==> config.mk <==
export PLATFORM = sky130hd
export DESIGN_NAME = mem_upset_seq
export DESIGN_NICKNAME = d
export VERILOG_FILES = /design/src/rtl/upset_pkg.sv /design/src/rtl/upset_patgen.sv /design/src/rtl/upset_ctrl.sv /design/src/rtl/upset_cmp.sv /design/src/rtl/mem_upset_seq.sv
export SDC_FILE = /design/constraint.sdc
export NUM_CORES = 1
export LEC_CHECK = 0
export BUFFER_PORTS_ARGS = -buffer_cell sky130_fd_sc_hd__buf_2
export CORE_ASPECT_RATIO = 1.4
export CORE_MARGIN = 2
export CORE_UTILIZATION = 43
export DETAILED_ROUTE_END_ITERATION = 12
export PLACE_DENSITY = 0.78
export REMOVE_ABC_BUFFERS = 1
export SLEW_MARGIN = 10
export SYNTH_ARGS = -nofsm -noshare
export SYNTH_HDL_FRONTEND = slang
export SYNTH_SLANG_ARGS = --single-unit
==> constraint.sdc <==
create_clock -name clk_i -period 5.5 [get_ports clk_i]
set_input_delay 0 -clock clk_i [delete_from_list [all_inputs] [get_ports clk_i]]
set_output_delay 0 -clock clk_i [all_outputs]
set_load 0.05 [all_outputs]
==> src/rtl/upset_pkg.sv <==
package upset_pkg;
  typedef enum logic [2:0] {
    ST_IDLE,
    ST_FILL,
    ST_EXPOSE,
    ST_READ,
    ST_DRAIN
  } seq_state_e;

  typedef enum logic [1:0] {
    PAT_ZERO    = 2'd0,
    PAT_ONE     = 2'd1,
    PAT_CHECKER = 2'd2,
    PAT_ADDR    = 2'd3
  } pat_e;
endpackage

==> src/rtl/upset_patgen.sv <==
module upset_patgen
  import upset_pkg::*;
#(
  parameter int ADDR_W = 6,
  parameter int DATA_W = 16
) (
  input  logic [ADDR_W-1:0] addr_i,
  input  pat_e              pat_i,
  output logic [DATA_W-1:0] data_o
);
  always_comb begin
    for (int i = 0; i < DATA_W; i++) begin
      unique case (pat_i)
        PAT_ZERO:    data_o[i] = 1'b0;
        PAT_ONE:     data_o[i] = 1'b1;
        PAT_CHECKER: data_o[i] = ((i % 2) == 1) ^ addr_i[0];
        default:     data_o[i] = addr_i[i % ADDR_W];
      endcase
    end
  end
endmodule

==> src/rtl/upset_ctrl.sv <==
module upset_ctrl
  import upset_pkg::*;
#(
  parameter int ADDR_W = 6,
  parameter int CNT_W  = 16
) (
  input  logic              clk_i,
  input  logic              rst_ni,
  input  logic              start_i,
  input  logic              stop_i,
  input  logic              mode_i,
  input  logic [1:0]        pattern_i,
  input  logic              fix_req_i,
  input  logic [ADDR_W-1:0] fix_addr_i,
  input  logic              inflight_i,
  output logic [ADDR_W-1:0] mem_addr_o,
  output logic              mem_we_o,
  output logic              mem_re_o,
  output pat_e              pat_o,
  output logic              dyn_o,
  output logic              clr_o,
  output logic              busy_o,
  output logic              done_o,
  output logic              fill_o,
  output logic              expose_o,
  output logic [CNT_W-1:0]  sweep_cnt_o
);
  localparam logic [ADDR_W-1:0] LAST_ADDR = '1;

  seq_state_e        state_q;
  logic [ADDR_W-1:0] addr_q;
  logic              dyn_q, stop_q, done_q;
  pat_e              pat_q;
  logic [CNT_W-1:0]  sweep_q;

  assign clr_o    = (state_q == ST_IDLE) && start_i;
  assign busy_o   = (state_q != ST_IDLE);
  assign done_o   = done_q;
  assign fill_o   = (state_q == ST_FILL);
  assign expose_o = (state_q == ST_EXPOSE);
  assign pat_o    = pat_q;
  assign dyn_o    = dyn_q;
  assign sweep_cnt_o = sweep_q;

  always_comb begin
    mem_we_o   = 1'b0;
    mem_re_o   = 1'b0;
    mem_addr_o = addr_q;
    unique case (state_q)
      ST_FILL: mem_we_o = 1'b1;
      ST_READ: begin
        if (fix_req_i) begin
          mem_we_o   = 1'b1;
          mem_addr_o = fix_addr_i;
        end else begin
          mem_re_o = 1'b1;
        end
      end
      ST_DRAIN: begin
        if (fix_req_i) begin
          mem_we_o   = 1'b1;
          mem_addr_o = fix_addr_i;
        end
      end
      default: ;
    endcase
  end

  always_ff @(posedge clk_i or negedge rst_ni) begin
    if (!rst_ni) begin
      state_q <= ST_IDLE;
      addr_q  <= '0;
      dyn_q   <= 1'b0;
      stop_q  <= 1'b0;
      done_q  <= 1'b0;
      pat_q   <= PAT_ZERO;
      sweep_q <= '0;
    end else begin
      if (busy_o && stop_i) stop_q <= 1'b1;
      unique case (state_q)
        ST_IDLE: begin
          if (start_i) begin
            state_q <= ST_FILL;
            addr_q  <= '0;
            dyn_q   <= mode_i;
            pat_q   <= pat_e'(pattern_i);
            stop_q  <= 1'b0;
            done_q  <= 1'b0;
            sweep_q <= '0;
          end
        end
        ST_FILL: begin
          addr_q <= addr_q + 1'b1;
          if (addr_q == LAST_ADDR) state_q <= dyn_q ? ST_READ : ST_EXPOSE;
        end
        ST_EXPOSE: begin
          if (stop_i || stop_q) state_q <= ST_READ;
        end
        ST_READ: begin
          if (!fix_req_i) begin
            addr_q <= addr_q + 1'b1;
            if (addr_q == LAST_ADDR) begin
              sweep_q <= sweep_q + 1'b1;
              if (!dyn_q || stop_i || stop_q) state_q <= ST_DRAIN;
            end
          end
        end
        ST_DRAIN: begin
          if (!inflight_i) begin
            state_q <= ST_IDLE;
            done_q  <= 1'b1;
          end
        end
        default: state_q <= ST_IDLE;
      endcase
    end
  end
endmodule

==> src/rtl/upset_cmp.sv <==
module upset_cmp
  import upset_pkg::*;
#(
  parameter int ADDR_W = 6,
  parameter int DATA_W = 16,
  parameter int RD_LAT = 2,
  parameter int CNT_W  = 16
) (
  input  logic              clk_i,
  input  logic              rst_ni,
  input  logic              clr_i,
  input  logic              re_i,
  input  logic [ADDR_W-1:0] addr_i,
  input  logic [DATA_W-1:0] rdata_i,
  input  pat_e              pat_i,
  input  logic              dyn_i,
  output logic              fix_req_o,
  output logic [ADDR_W-1:0] fix_addr_o,
  output logic              inflight_o,
  output logic [CNT_W-1:0]  sbu_cnt_o,
  output logic [CNT_W-1:0]  mbu_cnt_o
);
  localparam int PC_W = $clog2(DATA_W + 1);

  logic [RD_LAT-1:0] v_q;
  logic [ADDR_W-1:0] a_q [RD_LAT];

  // address/valid delay line matched to memory read latency
  for (genvar s = 0; s < RD_LAT; s++) begin : g_stage
    always_ff @(posedge clk_i or negedge rst_ni) begin
      if (!rst_ni) begin
        v_q[s] <= 1'b0;
        a_q[s] <= '0;
      end else if (s == 0) begin
        v_q[s] <= re_i;
        a_q[s] <= addr_i;
      end else begin
        v_q[s] <= v_q[(s == 0) ? 0 : s-1];
        a_q[s] <= a_q[(s == 0) ? 0 : s-1];
      end
    end
  end

  logic [DATA_W-1:0] exp_data, diff;
  logic [PC_W-1:0]   ones;
  logic              hit_single, hit_multi;

  upset_patgen #(.ADDR_W(ADDR_W), .DATA_W(DATA_W)) u_exp (
    .addr_i (a_q[RD_LAT-1]),
    .pat_i  (pat_i),
    .data_o (exp_data)
  );

  assign diff = rdata_i ^ exp_data;

  always_comb begin
    ones = '0;
    for (int i = 0; i < DATA_W; i++) ones = ones + PC_W'(diff[i]);
  end

  assign hit_single = v_q[RD_LAT-1] && (ones == PC_W'(1));
  assign hit_multi  = v_q[RD_LAT-1] && (ones > PC_W'(1));
  assign fix_req_o  = dyn_i && (hit_single || hit_multi);
  assign fix_addr_o = a_q[RD_LAT-1];
  assign inflight_o = |v_q;

  always_ff @(posedge clk_i or negedge rst_ni) begin
    if (!rst_ni) begin
      sbu_cnt_o <= '0;
      mbu_cnt_o <= '0;
    end else if (clr_i) begin
      sbu_cnt_o <= '0;
      mbu_cnt_o <= '0;
    end else begin
      if (hit_single) sbu_cnt_o <= sbu_cnt_o + 1'b1;
      if (hit_multi)  mbu_cnt_o <= mbu_cnt_o + 1'b1;
    end
  end
endmodule

==> src/rtl/mem_upset_seq.sv <==
module mem_upset_seq
  import upset_pkg::*;
#(
  parameter int ADDR_W = 6,
  parameter int DATA_W = 16,
  parameter int RD_LAT = 2,
  parameter int CNT_W  = 16
) (
  input  logic              clk_i,
  input  logic              rst_ni,
  input  logic              start_i,
  input  logic              stop_i,
  input  logic              mode_i,
  input  logic [1:0]        pattern_i,
  output logic [ADDR_W-1:0] mem_addr_o,
  output logic [DATA_W-1:0] mem_wdata_o,
  output logic              mem_we_o,
  output logic              mem_re_o,
  input  logic [DATA_W-1:0] mem_rdata_i,
  output logic              busy_o,
  output logic              done_o,
  output logic [CNT_W-1:0]  sbu_cnt_o,
  output logic [CNT_W-1:0]  mbu_cnt_o,
  output logic [CNT_W-1:0]  sweep_cnt_o
);
  pat_e              pat_w;
  logic              dyn_w, clr_w, fill_w, expose_w;
  logic              fix_req_w, inflight_w;
  logic [ADDR_W-1:0] fix_addr_w;

  upset_ctrl #(.ADDR_W(ADDR_W), .CNT_W(CNT_W)) u_ctrl (
    .clk_i       (clk_i),
    .rst_ni      (rst_ni),
    .start_i     (start_i),
    .stop_i      (stop_i),
    .mode_i      (mode_i),
    .pattern_i   (pattern_i),
    .fix_req_i   (fix_req_w),
    .fix_addr_i  (fix_addr_w),
    .inflight_i  (inflight_w),
    .mem_addr_o  (mem_addr_o),
    .mem_we_o    (mem_we_o),
    .mem_re_o    (mem_re_o),
    .pat_o       (pat_w),
    .dyn_o       (dyn_w),
    .clr_o       (clr_w),
    .busy_o      (busy_o),
    .done_o      (done_o),
    .fill_o      (fill_w),
    .expose_o    (expose_w),
    .sweep_cnt_o (sweep_cnt_o)
  );

  // write data for fill and for repair is the pattern at the driven address
  upset_patgen #(.ADDR_W(ADDR_W), .DATA_W(DATA_W)) u_wr_pat (
    .addr_i (mem_addr_o),
    .pat_i  (pat_w),
    .data_o (mem_wdata_o)
  );

  upset_cmp #(.ADDR_W(ADDR_W), .DATA_W(DATA_W), .RD_LAT(RD_LAT), .CNT_W(CNT_W)) u_cmp (
    .clk_i      (clk_i),
    .rst_ni     (rst_ni),
    .clr_i      (clr_w),
    .re_i       (mem_re_o),
    .addr_i     (mem_addr_o),
    .rdata_i    (mem_rdata_i),
    .pat_i      (pat_w),
    .dyn_i      (dyn_w),
    .fix_req_o  (fix_req_w),
    .fix_addr_o (fix_addr_w),
    .inflight_o (inflight_w),
    .sbu_cnt_o  (sbu_cnt_o),
    .mbu_cnt_o  (mbu_cnt_o)
  );
endmodule

==> summary.md <==
| Metric | Value |
|---|---|
| #FFs+latches synth | 76 |
| Worst path top cell family by delay | adder cells |
| Synth-to-layout area growth | 45.52% |
| DIE AREA | 0.01167 mm^2 |
| Ant diodes | 0 |
| Syn_area_per_cell | 9.664 um^2 |
| Max Buffers Root-to-Sink | 2 |
| Slowest stage cell, crit path | fa_1 |
| RSZ-0062 raised after global routing | true |
| Initial antenna violation count | 0 |
| R2R Path Start | u_ctrl.pat_o[1] |
| Setup-violating endpoint count in the final report | 56 |
| Synth area leader | dfrtp_1 |
| CP Class | reg2out |
| Footprint of the multi-input gates | 0.002907 mm^2 |
| Vias in the first global route | 4536 |
| CTS tree | done |
| Post-synth top area share | 40.92% |
| # rows | 44 |
| Outcome | finished with violations |
| Buffers and inverters on the worst path | 3 |
| CP startpoint | u_ctrl.pat_o[1] |
| Final WL | 14.06 mm |
| Via count | 4470 |
| WL/cell | 18.29 um |
| Startpoint Class | register |
| Syn Std Cell Area | 0.004648 mm^2 |
| Drt drc | 0 |
| Worst R2R Path Depth | 19 |
| Final period utilization | 104.9% |
| Largest cells by area after synthesis | dfrtp_1 41%, fa_1 4.3%, xnor2_1 3.6%, nand2_1 3.5%, a21oi_1 3.3% |
| Worst setup EP type | output port |
| Core ar. | 0.01046 mm^2 |
| FF+latch area | 0.001904 mm^2 |
| Failing checks | negative setup slack |
| CP required | 5.50 ns |
| Layout Utilization | 64.67% |
| Final Max Slew Viols | 0 |
| Gpl congestion | 0.8146 |
| Yosys warnings | 0 |
| Worst hold path class | in2reg |
| Max Clock Freq | 0.1733 GHz |
| NumNets Final | 669 |
| Worst Setup Slack, final | -0.2702 ns |
| Total GRT Usage | 23.50% |
| Hold endpoint | u_ctrl.addr_q[1] |
| Drt first pass iters | 5 |
| CP Cell Sequence | and2_4, a21oi_4, xnor2_1, ha_1, fa_1, fa_1, fa_1, inv_2, fa_1, fa_2, fa_1, nor3b_4, nand3_2, o21ai_2, buf_12, mux2_4, o22a_2, buf_6 |
| Fin Hold WS | 0.04432 ns |
| Worst-Margin Slew | 1.102 ns |
| Register area share after synthesis | 40.92% |
| Most common cell on crit path | fa_1 |
| Port Buffers | 96 |
| Reg2Reg Setup Slack | -0.20 ns |
| Num CTS Buffers | 9 |
| Max-slew headroom | 26.53% |
| FILL cells | 771 |
| Root Driver | clkbuf_16 |
| Layout cells sized above 1 | 44.22% |
| Post-synth top flop | dfrtp_1 |
| Netlist cell types | 59 |
| Largest family of logic cells by synthesized area | simple AND/OR/NAND/NOR gates |
| Die Height | 127.0 um |
| Critical path data arrival time | 5.77 ns |
| RR Endpoint | u_ctrl.sweep_cnt_o[11] |
| Ys async rst share | 100.0% |
| Hold wc startpoint | start_i |
| Post-synth top cells | 76 x dfrtp_1, 43 x nand2_1, 32 x nor2_1 |
| Post-synth EDFFs | 0 |
| Placement Setup Slack | -0.3589 ns |
| Cells after synthesis | 481 |
| Post-Synth Adder-Cell Area | 6.729% |
| Post-synthesis xor/xnor area fraction | 5.464% |
| Largest net degree at the start of global routing | 77 |
| Post-synthesis compound-gate area fraction | 14.70% |
| DP HPWL | 8.271 mm |
| Max H-tree Level | 3 |
| Worst-Skew Late Latency | 0.34 ns |
| WHS Path Cells | 4 |
| I/O pin total | 97 |
| Final Hold Fails | 0 |
| Top-count cell post-synth | dfrtp_1 |
| Max-cap viol count | 0 |
| Proportion of synthesized area in mux cells | 3.472% |
| Clk slew on worst S/H paths | 0.06 ns |
| Chip width | 91.87 um |
| DRT antenna net count | 0 |
| Fin crit period | 5.770 ns |
| Crit-path max cell delay | 0.52 ns |
| Starting Density | 44.44% |
| DR iter-0 viols | 237 |
| Clock Skew | 0.009808 ns |
| Clock sinks | 76 |
| CP max FO | 8 |
| Via density | 5.813 |
| Synth Area in Simple Gates | 22.37% |
| Total overflow reported by the global router | 0 |
| First-pass GRT wire length | 22.01 mm |
## how the worst max path moves through the flow
stage	endpoint	slack, ns	cells after the start
after floorplan	mem_wdata_o[0]	-1.80	16
after global placement	u_ctrl.addr_q[2]	-0.17	17
after detailed placement	u_ctrl.addr_q[3]	-0.36	18
after CTS	mem_wdata_o[3]	-0.23	19
after global routing	mem_wdata_o[15]	-0.46	19
final	mem_wdata_o[3]	-0.27	18
## flip-flops by register name, summed over array words and instances, names as in the netlist, 2 cells and up
signal,count
u_ctrl.sweep_cnt_o,16
u_ctrl.pat_o,2
u_cmp.mbu_cnt_o,16
u_cmp.a_q,6
u_cmp.v_q,2
u_cmp.fix_addr_o,6
u_ctrl.state_q,3
u_cmp.sbu_cnt_o,16
u_ctrl.addr_q,6
## tightest hold or removal path, stage by stage
cell	delay, ns
buf_2	0.14
nand2_1	0.08
nand2_1	0.07
o21ai_1	0.06
## cell type report
class	count	share of cell area, %
multi-input combinational	348	42.97
sequential	76	28.15
timing repair buffer	169	20.37
clock buffer	11	3.589
tap	138	2.553
inverter	23	1.276
clock inverter	4	1.091
## cells in the final DEF (no fill, tap or decap), types with 10 or more instances in the layout
cell type	synthesis	routed
a21oi_1	31	15
a21oi_2	2	16
buf_2	8	73
buf_4	11	40
buf_6	4	41
clkbuf_16	0	10
dfrtp_1	76	74
inv_1	23	22
nand2_1	43	41
nand3_1	16	15
nand4_1	11	11
nor2_1	32	30
nor3_1	14	10
or4_4	0	13
xnor2_1	19	16
xor2_1	10	10
## cell families after synthesis
kind of cell,count (synthesis)
adder cells (fa/ha/maj),19
AO/OA/AOI/OAI,99
buffers and inverters,57
XOR/XNOR,29
flip-flops,76
AND/OR/NAND/NOR,186
multiplexers,15
## through the flow
stage	area (um^2)	instances	TNS, ns
finish	6764	769	-7.172
global route	6764	769	-20.24
CTS	6342	758	-5.091
detailed placement	5410	720	-16.21
global placement	5410	720	-6.029
floorplan	4439	447	-41.23
## metal layers
metal	part of all wire (%)	wire length (um)	up-vias	GRT usage, %
met1	38	5308	2258	26.21
met2	55	7681	163	43.34
li1	-	-	2020	-
met4	2.3	329	0	11.76
met3	5.3	743	29	3.361
met5	0	0	-	0
## what timing repair did
item / CTS / global route
pin swaps: 41 / 54
setup endpoints to repair: 83 / 85
cloned: 4 / 0
buffers inserted: 14 / 12
hold endpoints to repair: 80 / 0
resized for setup: 101 / 78
hold buffers: 5 / 0
Power is not shown: default switching activity piles up to over one toggle a cycle in this logic, so the estimate is an artifact.
